[src/rtl/regblk_pkg.sv]
`timescale 1ns/1ps
package regblk_pkg;

    localparam int NREG   = 16;
    localparam int RIDX_W = $clog2(NREG);
    localparam int BIDX_W = RIDX_W - 1;
    localparam int DATA_W = 32;
    localparam int WORD_W = 16;

    typedef enum logic [1:0] {
        AM_IND     = 2'd0,
        AM_POSTINC = 2'd1,
        AM_PREDEC  = 2'd2,
        AM_DISP    = 2'd3
    } amode_e;

    typedef enum logic [2:0] {
        ST_IDLE,
        ST_MOVE,
        ST_COMMIT,
        ST_WBACK,
        ST_FIN,
        ST_BAD
    } state_e;

    typedef struct packed {
        logic              load;
        logic              lng;
        amode_e            mode;
        logic [BIDX_W-1:0] base;
    } op_t;

    function automatic logic [2:0] step_bytes(logic lng);
        return lng ? 3'd4 : 3'd2;
    endfunction

    function automatic logic [DATA_W-1:0] sext_word(logic [WORD_W-1:0] w);
        return {{(DATA_W-WORD_W){w[WORD_W-1]}}, w};
    endfunction

    function automatic logic op_ok(op_t op, logic reduced);
        if (!op.load && op.mode == AM_POSTINC)
            return 1'b0;
        if (reduced && (!op.lng || op.mode == AM_POSTINC || op.mode == AM_PREDEC))
            return 1'b0;
        return 1'b1;
    endfunction

endpackage

[src/rtl/regblk_pick.sv]
`timescale 1ns/1ps
module regblk_pick #(
    parameter int N          = 16,
    parameter bit HIGH_FIRST = 1'b0
) (
    input  logic [N-1:0]         vec_i,
    output logic [$clog2(N)-1:0] idx_o,
    output logic                 last_o
);
    localparam int IW = $clog2(N);

    generate
        if (HIGH_FIRST) begin : g_high
            always_comb begin
                idx_o = '0;
                for (int i = 0; i < N; i++)
                    if (vec_i[i]) idx_o = IW'(i);
            end
        end else begin : g_low
            always_comb begin
                idx_o = '0;
                for (int i = N - 1; i >= 0; i--)
                    if (vec_i[i]) idx_o = IW'(i);
            end
        end
    endgenerate

    assign last_o = (|vec_i) && ((vec_i & (vec_i - N'(1))) == '0);

endmodule

[src/rtl/regblk_lbuf.sv]
`timescale 1ns/1ps
module regblk_lbuf #(
    parameter int N = 16,
    parameter int W = 32
) (
    input  logic                 clk,
    input  logic                 we_i,
    input  logic [$clog2(N)-1:0] widx_i,
    input  logic [W-1:0]         wdata_i,
    input  logic [$clog2(N)-1:0] ridx_i,
    output logic [W-1:0]         rdata_o
);
    logic [W-1:0] slot_q [N];

    always_ff @(posedge clk) begin
        if (we_i) slot_q[widx_i] <= wdata_i;
    end

    assign rdata_o = slot_q[ridx_i];

endmodule

[src/rtl/regblk_addr.sv]
`timescale 1ns/1ps
module regblk_addr #(
    parameter int AW = 32
) (
    input  logic          clk,
    input  logic          rst,
    input  logic          load_i,
    input  logic [AW-1:0] init_i,
    input  logic          inc_i,
    input  logic          dec_i,
    input  logic [2:0]    step_i,
    output logic [AW-1:0] addr_o
);
    logic [AW-1:0] addr_q;

    always_ff @(posedge clk) begin
        if (rst)         addr_q <= '0;
        else if (load_i) addr_q <= init_i;
        else if (inc_i)  addr_q <= addr_q + AW'(step_i);
        else if (dec_i)  addr_q <= addr_q - AW'(step_i);
    end

    assign addr_o = addr_q;

endmodule

[src/rtl/regblk_xfer.sv]
`timescale 1ns/1ps
module regblk_xfer
    import regblk_pkg::*;
#(
    parameter int AW          = 32,
    parameter bit EXT_CPU     = 1'b1,
    parameter bit REDUCED_ISA = 1'b0
) (
    input  logic              clk,
    input  logic              rst,
    input  logic              start_i,
    input  logic              load_i,
    input  logic              long_i,
    input  logic [1:0]        mode_i,
    input  logic [NREG-1:0]   mask_i,
    input  logic [AW-1:0]     ea_i,
    input  logic [BIDX_W-1:0] base_i,
    output logic              mem_req_o,
    output logic              mem_we_o,
    output logic              mem_long_o,
    output logic [AW-1:0]     mem_addr_o,
    output logic [DATA_W-1:0] mem_wdata_o,
    input  logic              mem_ack_i,
    input  logic [DATA_W-1:0] mem_rdata_i,
    output logic [RIDX_W-1:0] rf_raddr_o,
    input  logic [DATA_W-1:0] rf_rdata_i,
    output logic              rf_we_o,
    output logic [RIDX_W-1:0] rf_waddr_o,
    output logic [DATA_W-1:0] rf_wdata_o,
    output logic              done_o,
    output logic              illegal_o
);
    state_e            state_q, state_d;
    op_t               op_q, op_in;
    logic [NREG-1:0]   pend_q, cmask_q, mask_rev;
    logic [RIDX_W-1:0] lo_idx, hi_idx, mv_idx, c_idx, base_reg;
    logic              lo_last, hi_last, mv_last, c_last;
    logic              rev, in_rev, accept, mv_fire;
    logic [2:0]        step;
    logic [AW-1:0]     addr_q;
    logic [DATA_W-1:0] sv, buf_rd, ld_val;

    assign op_in  = '{load: load_i, lng: long_i, mode: amode_e'(mode_i), base: base_i};
    assign in_rev = !load_i && (amode_e'(mode_i) == AM_PREDEC);
    assign accept = (state_q == ST_IDLE) && start_i;

    // Predecrement lists are mirrored once at start so the walker sees register order
    always_comb begin
        for (int i = 0; i < NREG; i++)
            mask_rev[i] = mask_i[NREG-1-i];
    end

    assign rev      = !op_q.load && (op_q.mode == AM_PREDEC);
    assign step     = step_bytes(op_q.lng);
    assign base_reg = {1'b1, op_q.base};

    regblk_pick #(.N(NREG), .HIGH_FIRST(1'b0)) u_pick_lo (
        .vec_i(pend_q), .idx_o(lo_idx), .last_o(lo_last)
    );
    regblk_pick #(.N(NREG), .HIGH_FIRST(1'b1)) u_pick_hi (
        .vec_i(pend_q), .idx_o(hi_idx), .last_o(hi_last)
    );
    regblk_pick #(.N(NREG), .HIGH_FIRST(1'b0)) u_pick_commit (
        .vec_i(cmask_q), .idx_o(c_idx), .last_o(c_last)
    );

    assign mv_idx  = rev ? hi_idx : lo_idx;
    assign mv_last = rev ? hi_last : lo_last;
    assign mv_fire = (state_q == ST_MOVE) && mem_ack_i;

    regblk_addr #(.AW(AW)) u_addr (
        .clk    (clk),
        .rst    (rst),
        .load_i (accept),
        .init_i (ea_i),
        .inc_i  (mv_fire && !rev),
        .dec_i  (mv_fire && rev && !mv_last),
        .step_i (step),
        .addr_o (addr_q)
    );

    assign ld_val = op_q.lng ? mem_rdata_i : sext_word(mem_rdata_i[WORD_W-1:0]);

    regblk_lbuf #(.N(NREG), .W(DATA_W)) u_lbuf (
        .clk     (clk),
        .we_i    (mv_fire && op_q.load),
        .widx_i  (mv_idx),
        .wdata_i (ld_val),
        .ridx_i  (c_idx),
        .rdata_o (buf_rd)
    );

    // Store data: the base register may be stored pre-adjusted by one step
    always_comb begin
        sv = rf_rdata_i;
        if (EXT_CPU && rev && (mv_idx == base_reg))
            sv = rf_rdata_i - DATA_W'(step);
    end

    always_comb begin
        state_d = state_q;
        unique case (state_q)
            ST_IDLE: begin
                if (start_i) begin
                    if (!op_ok(op_in, REDUCED_ISA)) state_d = ST_BAD;
                    else if (mask_i == '0)          state_d = ST_FIN;
                    else                            state_d = ST_MOVE;
                end
            end
            ST_MOVE: begin
                if (mem_ack_i && mv_last)
                    state_d = op_q.load ? ST_COMMIT : (rev ? ST_WBACK : ST_FIN);
            end
            ST_COMMIT: begin
                if (c_last)
                    state_d = (op_q.mode == AM_POSTINC) ? ST_WBACK : ST_FIN;
            end
            ST_WBACK: state_d = ST_FIN;
            ST_FIN:   state_d = ST_IDLE;
            ST_BAD:   state_d = ST_IDLE;
            default:  state_d = ST_IDLE;
        endcase
    end

    always_ff @(posedge clk) begin
        if (rst) begin
            state_q <= ST_IDLE;
            op_q    <= '0;
            pend_q  <= '0;
            cmask_q <= '0;
        end else begin
            state_q <= state_d;
            if (accept) begin
                op_q    <= op_in;
                pend_q  <= in_rev ? mask_rev : mask_i;
                cmask_q <= mask_i;
            end
            if (mv_fire)
                pend_q[mv_idx] <= 1'b0;
            if (state_q == ST_COMMIT)
                cmask_q[c_idx] <= 1'b0;
        end
    end

    assign mem_req_o   = (state_q == ST_MOVE);
    assign mem_we_o    = !op_q.load;
    assign mem_long_o  = op_q.lng;
    assign mem_addr_o  = addr_q;
    assign mem_wdata_o = op_q.lng ? sv : {{(DATA_W-WORD_W){1'b0}}, sv[WORD_W-1:0]};
    assign rf_raddr_o  = mv_idx;
    assign rf_we_o     = (state_q == ST_COMMIT) || (state_q == ST_WBACK);
    assign rf_waddr_o  = (state_q == ST_COMMIT) ? c_idx : base_reg;
    assign rf_wdata_o  = (state_q == ST_COMMIT) ? buf_rd : DATA_W'(addr_q);
    assign done_o      = (state_q == ST_FIN);
    assign illegal_o   = (state_q == ST_BAD);

endmodule

[config.mk]
export PLATFORM = sky130hd
export DESIGN_NAME = regblk_xfer
export DESIGN_NICKNAME = d
export VERILOG_FILES = /design/src/rtl/regblk_pkg.sv /design/src/rtl/regblk_pick.sv /design/src/rtl/regblk_lbuf.sv /design/src/rtl/regblk_addr.sv /design/src/rtl/regblk_xfer.sv
export SDC_FILE = /design/constraint.sdc
export NUM_CORES = 1
export LEC_CHECK = 0
export CAP_MARGIN = 20
export CORE_MARGIN = 4
export CORE_UTILIZATION = 34
export DETAILED_ROUTE_END_ITERATION = 16
export DONT_BUFFER_PORTS = 1
export SLEW_MARGIN = 20
export SYNTH_ARGS = -nofsm -noshare
export SYNTH_HDL_FRONTEND = slang
export SYNTH_SLANG_ARGS = --single-unit
[constraint.sdc]
create_clock -name clk -period 7 [get_ports clk]
set_input_delay 1.4 -clock clk [delete_from_list [all_inputs] [get_ports clk]]
set_output_delay 1.4 -clock clk [all_outputs]
set_load 0.01 [all_outputs]
==> results of run 1 <==
-- metal layers --
layer  track usage [%]  vias to the layer above  share of wire, %
met5                 0                        -             0.039
met4              6.80                        6               3.2
met3              6.26                      170                11
met2              34.1                     1071                46
met1              27.7                     9866                39
li1                  -                     8563                 -
-- power by group --
group	internal (uW)	switching, uW
Combinational	1920	4030
Sequential	4040	399
Clock	1660	1380
Total	7610	5800
-- stage by stage --
stage	cells	setup WS, ns	power (uW)	utilization [%]	hold slack (ns)
after global routing	3257	0.784	14000	38.4	0.501
after detailed placement	3146	1.58	10400	36.1	0.455
after floorplan	2174	1.90	8230	-	0.440
after CTS	3255	1.03	13400	38.4	0.466
after global placement	3146	1.61	10300	36.1	0.450
final	3258	0.946	13400	38.4	0.466
-- critical path, delay by kind of cell (launching register included) --
| kind | cells | cell delay, ns |
|---|---|---|
| flops | 1 | 0.86 |
| buf+inv | 1 | 0.33 |
| simple gates | 3 | 1.26 |
| compound gates | 4 | 1.57 |
-- layout make-up --
type,count,area (sq um)
Fill cell,7480,48700
Sequential cell,586,16900
Multi-Input combinational cell,1426,9780
Clock buffer,67,1510
Tap cell,1050,1310
Timing Repair Buffer,56,445
Clock inverter,42,333
Inverter,28,105
Antenna cell,3,7.51
-- synthesized netlist by cell type (45+ instances only) --
cell,count,area (sq um)
dfxtp_1,74,1480
mux2_2,78,878
edfxtp_1,512,15400
nor2_1,148,556
nand2_1,227,852
mux2i_1,54,541
clkbuf_1,110,413
o21ai_0,82,410
a21oi_1,114,571
a221oi_1,59,517
a31oi_1,45,282
nand3_1,57,285
-- worst paths after layout --
path / cells past startpoint / startpoint / slack (ns) / endpoint
hold / removal: 2 / op_q[4] / 0.47 / op_q[4]
setup reg to reg: 8 / op_q[6] / 2.35 / u_lbuf.slot_q[7][22]
setup / recovery: 8 / cmask_q[0] / 0.95 / rf_wdata_o[27]
hold reg to reg: 2 / op_q[4] / 0.47 / op_q[4]
-- cell families (layout without fill, tap and decap cells) --
family	count (synthesis)	after routing
adder cells (fa/ha/maj)	37	37
other	0	3
XOR/XNOR	29	29
AO/OA/AOI/OAI	582	582
buffers and inverters	162	193
AND/OR/NAND/NOR	645	645
multiplexers	133	133
flip-flops	586	586
==> results.py, run 1 <==
metrics = {
    "synth": {
        "ys_seq_area_share_pct": 62.2,
        "yosys.area_share.simple_pct": 11.6,
        "syn_nets": 2331,
        "synth-edff-count": 512,
        "ys_seq_elements": 586,
        "synth_top_family_by_area": "compound AO/OA/AOI/OAI gates",
        "post_synth_num_cell_types": 98,
        "avgSynthCellArea_sq_um": 12.5,
        "synth_area_sq_um": 27100,
        "yosys_warnings": 0,
        "synth_fa_ha_area_share_pct": 1.74,
        "syn_inst": 2174,
        "ys.flop_type": "edfxtp_1",
        "synth.area.mux_share_pct": 5.28,
        "synth-compound-area-share_pct": 15.8,
        "synth_xor_area_share_pct": 0.938,
        "async_flop_share_pct": 0,
    },
    "routing": {
        "drt_iter0_markers": 2329,
        "avgViaCountPerCell": 6.04,
        "wl_per_cell_microns": 28.9,
        "first_pass_iters": 6,
        "drcViolationCount": 0,
        "totalWireLength_microns": 94000,
        "ant_nets": 0,
        "vias": 19700,
    },
    "cts": {
        "hold_buffers": 0,
        "cts_buffer_depth": 3,
        "clk_pin_slew_ns": 0.06,
        "post_cts_buffers": 0,
        "cts.sinks": 586,
        "cts_tree": "done",
        "ctsResizeCount": 0,
        "clockRootBuffer": "clkbuf_16",
        "clock_latency_ns": 0.64,
        "ctsHtreeMaxLevel": 2,
        "cts_buffers": 59,
    },
    "timing": {
        "slew_headroom_pct": 20.3,
        "worst_slew_pin_slew_ns": 1.19,
        "slew_viol_final": 0,
        "finalHoldViolations": 0,
        "grt_setup_unrepaired": "false",
        "post-route-min-period_ns": 6.05,
        "timing.fmax_mhz": 165,
        "setup_tns_ns": 0,
        "fin_skew_ns": 0.0271,
        "finalCritPeriodShare_pct": 86.5,
        "setup-violations-final": 0,
    },
    "final_layout": {
        "largest_register_ffs": 512,
        "final_cell_mix": "512 x edfxtp_1, 226 x nand2_1, 125 x nor2_1, 114 x a21oi_1, 81 x o21ai_0",
        "final_common_cell": "edfxtp_1",
        "fin_nets": 2314,
        "syn_to_final_growth_pct": 12.1,
        "top_register": "u_lbuf.slot_q",
        "drive_above_1_share_pct": 13.4,
        "final_area_sq_um": 30300,
    },
    "global_routing": {
        "grt_usage_pct": 21.2,
        "grt_start_max_net_pins": 73,
        "grt_pass1_vias": 18900,
        "antenna_found_initial": 8,
        "grt_pass1_wl_microns": 134000,
        "grt_remaining_overflow": 0,
    },
    "setup_path": {
        "cp_slowest_stage_delay_ns": 0.86,
        "arrival_ns": 4.65,
        "worstSetupStartpointType": "flop",
        "worstSetupEndpointType": "primary output",
        "path_cells": "or2_2, a2bb2oi_1, o21a_1, nand2_1, nor3_2, buf_4, a22oi_1, a41oi_1",
        "worstSetupPathType": "flop to primary output",
        "slowest_stage": "dfxtp_1",
        "path_max_fanout": 19,
        "cp.required_ns": 5.60,
    },
    "floorplan": {
        "start_util_pct": 34.3,
        "die_w_microns": 290,
        "ios": 233,
        "rows": 103,
        "die_area_sq_um": 84200,
        "dieHeight_microns": 290,
        "core_sq_um": 79000,
    },
    "power": {
        "p_leak_uw": 0.00971,
        "irDropWorstVdd_mv": 0.260,
        "powerDensity_nw_per_um2": 442,
    },
    "job": {
        "max_cap_viol_count": 0,
    },
    "placed_design": {
        "post-dp-hpwl_microns": 63100,
        "dpl-instance-area_sq_um": 28500,
        "gp_congestion": 0.886,
        "io_buffers": 0,
    },
    "outcome": {
        "status": "finished, final reports clean",
    },
    "min_path": {
        "hp-class": "flop to flop",
    },
}
Note: power is estimated with default switching activity, not from simulation.
==> inputs of run 2 (changes only) <==
Settings changed: CELL_PAD_IN_SITES_DETAIL_PLACEMENT from default to 1, CELL_PAD_IN_SITES_GLOBAL_PLACEMENT from default to 2, CTS_CLUSTER_SIZE from default to 28, PLACE_DENSITY_LB_ADDON from default to 0.1.
==> run 2 against run 1 <==
Global-route usage rose by 2.6 points; non-clock buffer count rose by 29; power rose by 5.6%; design area rose by 1.7%; combinational power rose by 5.9%; first-iteration DRC count fell by 32%; wire length rose by 10%; via count fell by 0.88%; clock skew fell by 0.0097 ns.
==> results.py, run 2 (synthesis results as in run 1) <==
metrics = {
    "cts": {
        "clk_pin_slew_ns": 0.05,
        "clock_latency_ns": 0.62,
        "cts_buffer_depth": 3,
        "cts_buffers": 69,
        "hold_buffers": 0,
        "ctsHtreeMaxLevel": 3,
        "cts.sinks": 586,
        "post_cts_buffers": 0,
        "clockRootBuffer": "clkbuf_16",
        "cts_tree": "done",
        "ctsResizeCount": 0,
    },
    "global_routing": {
        "grt_pass1_wl_microns": 148000,
        "grt_remaining_overflow": 0,
        "grt_start_max_net_pins": 73,
        "grt_usage_pct": 23.9,
        "antenna_found_initial": 1,
        "grt_pass1_vias": 20000,
    },
    "timing": {
        "grt_setup_unrepaired": "false",
        "finalCritPeriodShare_pct": 82.7,
        "timing.fmax_mhz": 173,
        "slew_headroom_pct": 27.0,
        "setup_tns_ns": 0,
        "setup-violations-final": 0,
        "worst_slew_pin_slew_ns": 1.09,
        "fin_skew_ns": 0.0174,
        "finalHoldViolations": 0,
        "post-route-min-period_ns": 5.79,
        "slew_viol_final": 0,
    },
    "setup_path": {
        "r2r-start": "op_q[6]",
        "r2r_cells": 8,
        "worstSetupPathType": "flop to primary output",
        "r2r-end": "u_lbuf.slot_q[7][10]",
        "worstSetupEndpointType": "primary output",
        "worstSetupStartpointType": "flop",
        "arrival_ns": 4.39,
        "path_max_fanout": 17,
        "cp.required_ns": 5.60,
        "rrSetupSlack_ns": 2.40,
    },
    "placed_design": {
        "post-dp-hpwl_microns": 67700,
        "dpl-instance-area_sq_um": 28700,
        "io_buffers": 0,
        "gp_congestion": 0.837,
    },
    "floorplan": {
        "dieHeight_microns": 290,
        "ios": 233,
        "start_util_pct": 34.3,
        "die_area_sq_um": 84200,
        "rows": 103,
        "die_w_microns": 290,
        "core_sq_um": 79000,
    },
    "routing": {
        "totalWireLength_microns": 104000,
        "avgViaCountPerCell": 5.93,
        "drcViolationCount": 0,
        "first_pass_iters": 6,
        "drt_iter0_markers": 1586,
        "ant_nets": 0,
        "wl_per_cell_microns": 31.5,
        "vias": 19500,
    },
    "final_layout": {
        "top_register": "u_lbuf.slot_q",
        "final_cell_mix": "512 x edfxtp_1, 226 x nand2_1, 124 x nor2_1, 113 x a21oi_1, 84 x buf_4",
        "syn_to_final_growth_pct": 14.0,
        "final_common_cell": "edfxtp_1",
        "fin_nets": 2353,
        "nFillCells": 8306,
        "antenna_cells": 0,
        "largest_register_ffs": 512,
        "drive_above_1_share_pct": 14.5,
        "final_area_sq_um": 30900,
    },
    "power": {
        "irDropWorstVdd_mv": 0.287,
        "p_leak_uw": 0.0100,
        "powerDensity_nw_per_um2": 459,
    },
    "job": {
        "max_cap_viol_count": 0,
    },
    "min_path": {
        "whs_endpoint": "op_q[3]",
        "min_from": "op_q[3]",
        "hold_path_depth": 2,
        "hp-class": "flop to flop",
    },
    "outcome": {
        "status": "finished, final reports clean",
    },
}
run 2: cell type report:
type | instances | area, sq um | share of cell area, %
sequential | 586 | 16900 | 54.6
clock inverter | 25 | 294 | 0.953
clock buffer | 91 | 1840 | 5.96
inverter | 28 | 105 | 0.340
multi-input combinational | 1426 | 9800 | 31.7
timing repair buffer | 85 | 658 | 2.13
tap | 1050 | 1310 | 4.26
run 2: worst max-delay path by stage:
stage / from / cells after the start / end
final: cmask_q[14] / 10 / rf_wdata_o[0]
after floorplan: rf_rdata_i[7] / 8 / mem_wdata_o[31]
after global routing: cmask_q[3] / 9 / rf_wdata_o[27]
after global placement: rf_rdata_i[7] / 8 / mem_wdata_o[31]
after detailed placement: rf_rdata_i[7] / 8 / mem_wdata_o[31]
after CTS: cmask_q[3] / 9 / rf_wdata_o[25]
run 2: where the power goes:
group | internal, uW | total, uW | leakage (uW) | switching (uW)
Combinational | 2010 | 6290 | 0.00377 | 4280
Clock | 2010 | 3480 | 0.00102 | 1470
Sequential | 4040 | 4410 | 0.00521 | 371
run 2: per-stage QoR:
step / std cells / hold slack [ns] / total power (uW) / worst slack [ns] / util (%)
2_1_floorplan: 2174 / 0.440 / 8230 / 1.90 / -
3_3_place_gp: 3173 / 0.456 / 10700 / 1.69 / 36.3
3_5_place_dp: 3174 / 0.468 / 10800 / 1.61 / 36.4
4_1_cts: 3290 / 0.479 / 14300 / 1.19 / 39.1
5_1_grt: 3291 / 0.511 / 14900 / 1.11 / 39.1
6_report: 3291 / 0.479 / 14200 / 1.21 / 39.1
run 2: worst max-delay path, cell delays in order (launching register included):
cell,delay [ns]
dfxtp_1,0.44
nand2b_1,0.14
a21oi_1,0.06
o21bai_1,0.58
a2111o_1,0.26
buf_4,0.29
nand2_1,0.51
buf_4,0.38
a221o_1,0.33
a2111oi_0,0.51
a21oi_1,0.24
run 2: metal layers:
layer / GRT usage [%] / vias to the layer above / wire length (microns)
met1: 32.1 / 10100 / 44700
met2: 38.6 / 618 / 48400
met3: 5.32 / 128 / 7270
li1: - / 8639 / -
met4: 7.59 / 0 / 3300
met5: 0 / - / 0
==> inputs of run 3 (changes only) <==
Clock period 7 ns to 4.75 ns, I/O delays scaled along.
==> run 3 against run 2 <==
Cell count is 2.1% higher; sequential power grew 48%; count of clock-buffer cells in the layout did not move; die area unchanged; first-iteration DRC count is 7.6% lower; clock skew grew 0.015 ns; highest routed layer is now met5.
==> results.py, run 3 (synthesis results as in run 1) <==
metrics = {
    "power": {
        "powerDensity_nw_per_um2": 684,
        "power_uw": 21700,
        "p_leak_uw": 0.0104,
        "switching_share_pct": 42.8,
        "clkPwrFrac_pct": 24.3,
        "switching_power_uw": 9280,
        "irDropWorstVdd_mv": 0.347,
        "internal_power_uw": 12400,
        "combPwrFrac_pct": 45.7,
        "seq_power_share_pct": 30.1,
    },
    "floorplan": {
        "die_w_microns": 290,
        "start_util_pct": 34.3,
        "dieHeight_microns": 290,
        "ios": 233,
        "core_sq_um": 79000,
        "rows": 103,
        "die_area_sq_um": 84200,
    },
    "global_routing": {
        "grt_pass1_vias": 20400,
        "grt_usage_pct": 24.0,
        "grt_remaining_overflow": 0,
        "antenna_found_initial": 5,
        "grt_start_max_net_pins": 73,
        "grt_pass1_wl_microns": 150000,
    },
    "final_layout": {
        "nFillCells": 8233,
        "largest_register_ffs": 512,
        "seqCellArea_sq_um": 16900,
        "syn_to_final_growth_pct": 17.0,
        "fin_nets": 2415,
        "final_cell_mix": "512 x edfxtp_1, 226 x nand2_1, 130 x buf_4, 124 x nor2_1, 112 x a21oi_1",
        "antenna_cells": 0,
        "final_common_cell": "edfxtp_1",
        "multi_input_area_sq_um": 9880,
        "final_util_pct": 40.1,
        "top_register": "u_lbuf.slot_q",
        "drive_above_1_share_pct": 17.9,
        "final_area_sq_um": 31700,
    },
    "routing": {
        "totalWireLength_microns": 104000,
        "drcViolationCount": 0,
        "avgViaCountPerCell": 5.92,
        "drt_iter0_markers": 1465,
        "wl_per_cell_microns": 31.0,
        "vias": 19900,
        "first_pass_iters": 6,
        "ant_nets": 0,
    },
    "timing": {
        "worst_slack_ns": 0.141,
        "setup_tns_ns": 0,
        "fin_skew_ns": 0.0320,
        "post-route-min-period_ns": 4.61,
        "slew_headroom_pct": 17.0,
        "setup-violations-final": 0,
        "finalHoldViolations": 0,
        "timing.fmax_mhz": 217,
        "finalCritPeriodShare_pct": 97.0,
        "grt_setup_unrepaired": "true",
        "slew_viol_final": 0,
        "worst_slew_pin_slew_ns": 1.23,
    },
    "placed_design": {
        "gp_congestion": 0.852,
        "dpl-instance-area_sq_um": 29200,
        "io_buffers": 0,
        "dp_slack_ns": 0.195,
        "post-dp-hpwl_microns": 68900,
    },
    "cts": {
        "clockRootBuffer": "clkbuf_16",
        "cts_tree": "done",
        "hold_buffers": 0,
        "cts_buffers": 70,
        "clock_latency_ns": 0.63,
        "cts_buffer_depth": 3,
        "ctsHtreeMaxLevel": 3,
        "cts.sinks": 586,
        "clk_pin_slew_ns": 0.05,
    },
    "setup_path": {
        "worstSetupStartpointType": "flop",
        "worstSetupPathType": "flop to primary output",
        "cp.required_ns": 3.80,
        "slowest_stage": "a2111o_1",
        "worstSetupEndpointType": "primary output",
        "arrival_ns": 3.66,
        "path_cells": "nand2b_1, a21oi_2, o21bai_4, a2111o_1, buf_6, nand3_2, buf_6, nor2_2, buf_6, a222oi_1, a31oi_2, buf_4",
        "crit_top_cell": "buf_6",
        "path_max_fanout": 8,
        "cp_slowest_stage_delay_ns": 0.53,
    },
    "min_path": {
        "hp-class": "input port to flop",
    },
    "outcome": {
        "status": "finished, final reports clean",
    },
    "job": {
        "max_cap_viol_count": 0,
    },
}
## run 3: changes by cell type in the layout (fill, tap and decap cells not counted), moves of 3 or more
| cell | change |
|---|---|
| a2111oi_1 | +4 |
| dfxtp_1 | -5 |
| a31oi_2 | +3 |
| clkinv_16 | +3 |
| clkinvlp_4 | +4 |
| a31oi_1 | -3 |
| clkinv_2 | +3 |
| buf_4 | +46 |
| a2111oi_0 | -6 |
| buf_6 | +5 |
| clkbuf_1 | -3 |
| buf_12 | +11 |
| dfxtp_2 | +5 |
## run 3: what timing repair did
item	4_1_cts	5_1_grt
pin swaps	3	6
gates resized for setup	14	20
setup buffers	1	5
endpoints found under the setup margin	16	20
## run 3: power groups by stage
stage	Sequential, uW	Combinational [uW]	Clock [uW]
2_1_floorplan	6310	5820	0
6_report	6520	9900	5260
4_1_cts	6530	9810	5380
3_3_place_gp	6620	9630	0
5_1_grt	6570	10600	5610
3_5_place_dp	6630	9710	0
## run 3: metrics by stage
step	hold slack (ns)	std cells
3_3_place_gp	0.455	3230
4_1_cts	0.376	3355
2_1_floorplan	0.440	2174
6_report	0.406	3360
3_5_place_dp	0.479	3230
5_1_grt	0.379	3360
## run 3: critical path: cells and delay by family (launching register included)
| kind | cells | cell delay (ns) |
|---|---|---|
| compound gates | 5 | 1.63 |
| simple gates | 3 | 0.33 |
| flops | 1 | 0.35 |
| buf+inv | 4 | 0.71 |
## run 3: final cells by class
type                       instances  share of cell area [%]
inverter                          28                   0.332
timing repair buffer             146                    3.95
sequential                       586                    53.2
tap                             1050                    4.15
clock buffer                      91                    5.98
multi-input combinational       1426                    31.2
clock inverter                    33                    1.15
## run 3: final timing paths
path              slack, ns           endpoint         from  cells after the start
setup / recovery       0.14     rf_wdata_o[24]  cmask_q[14]                     12
hold / removal         0.41            op_q[4]          rst                      1
setup reg to reg       0.41  u_addr.addr_o[27]      op_q[6]                     12
hold reg to reg        0.49            op_q[3]      op_q[3]                      2
## run 3: routing by layer
| metal | routed length (microns) | part of all wire (%) | GRT usage (%) |
|---|---|---|---|
| met5 | 40 | 0.038 | 0 |
| met3 | 5800 | 5.6 | 4.11 |
| met1 | 46100 | 44 | 32.5 |
| met2 | 49900 | 48 | 40.0 |
| met4 | 2540 | 2.4 | 6.05 |
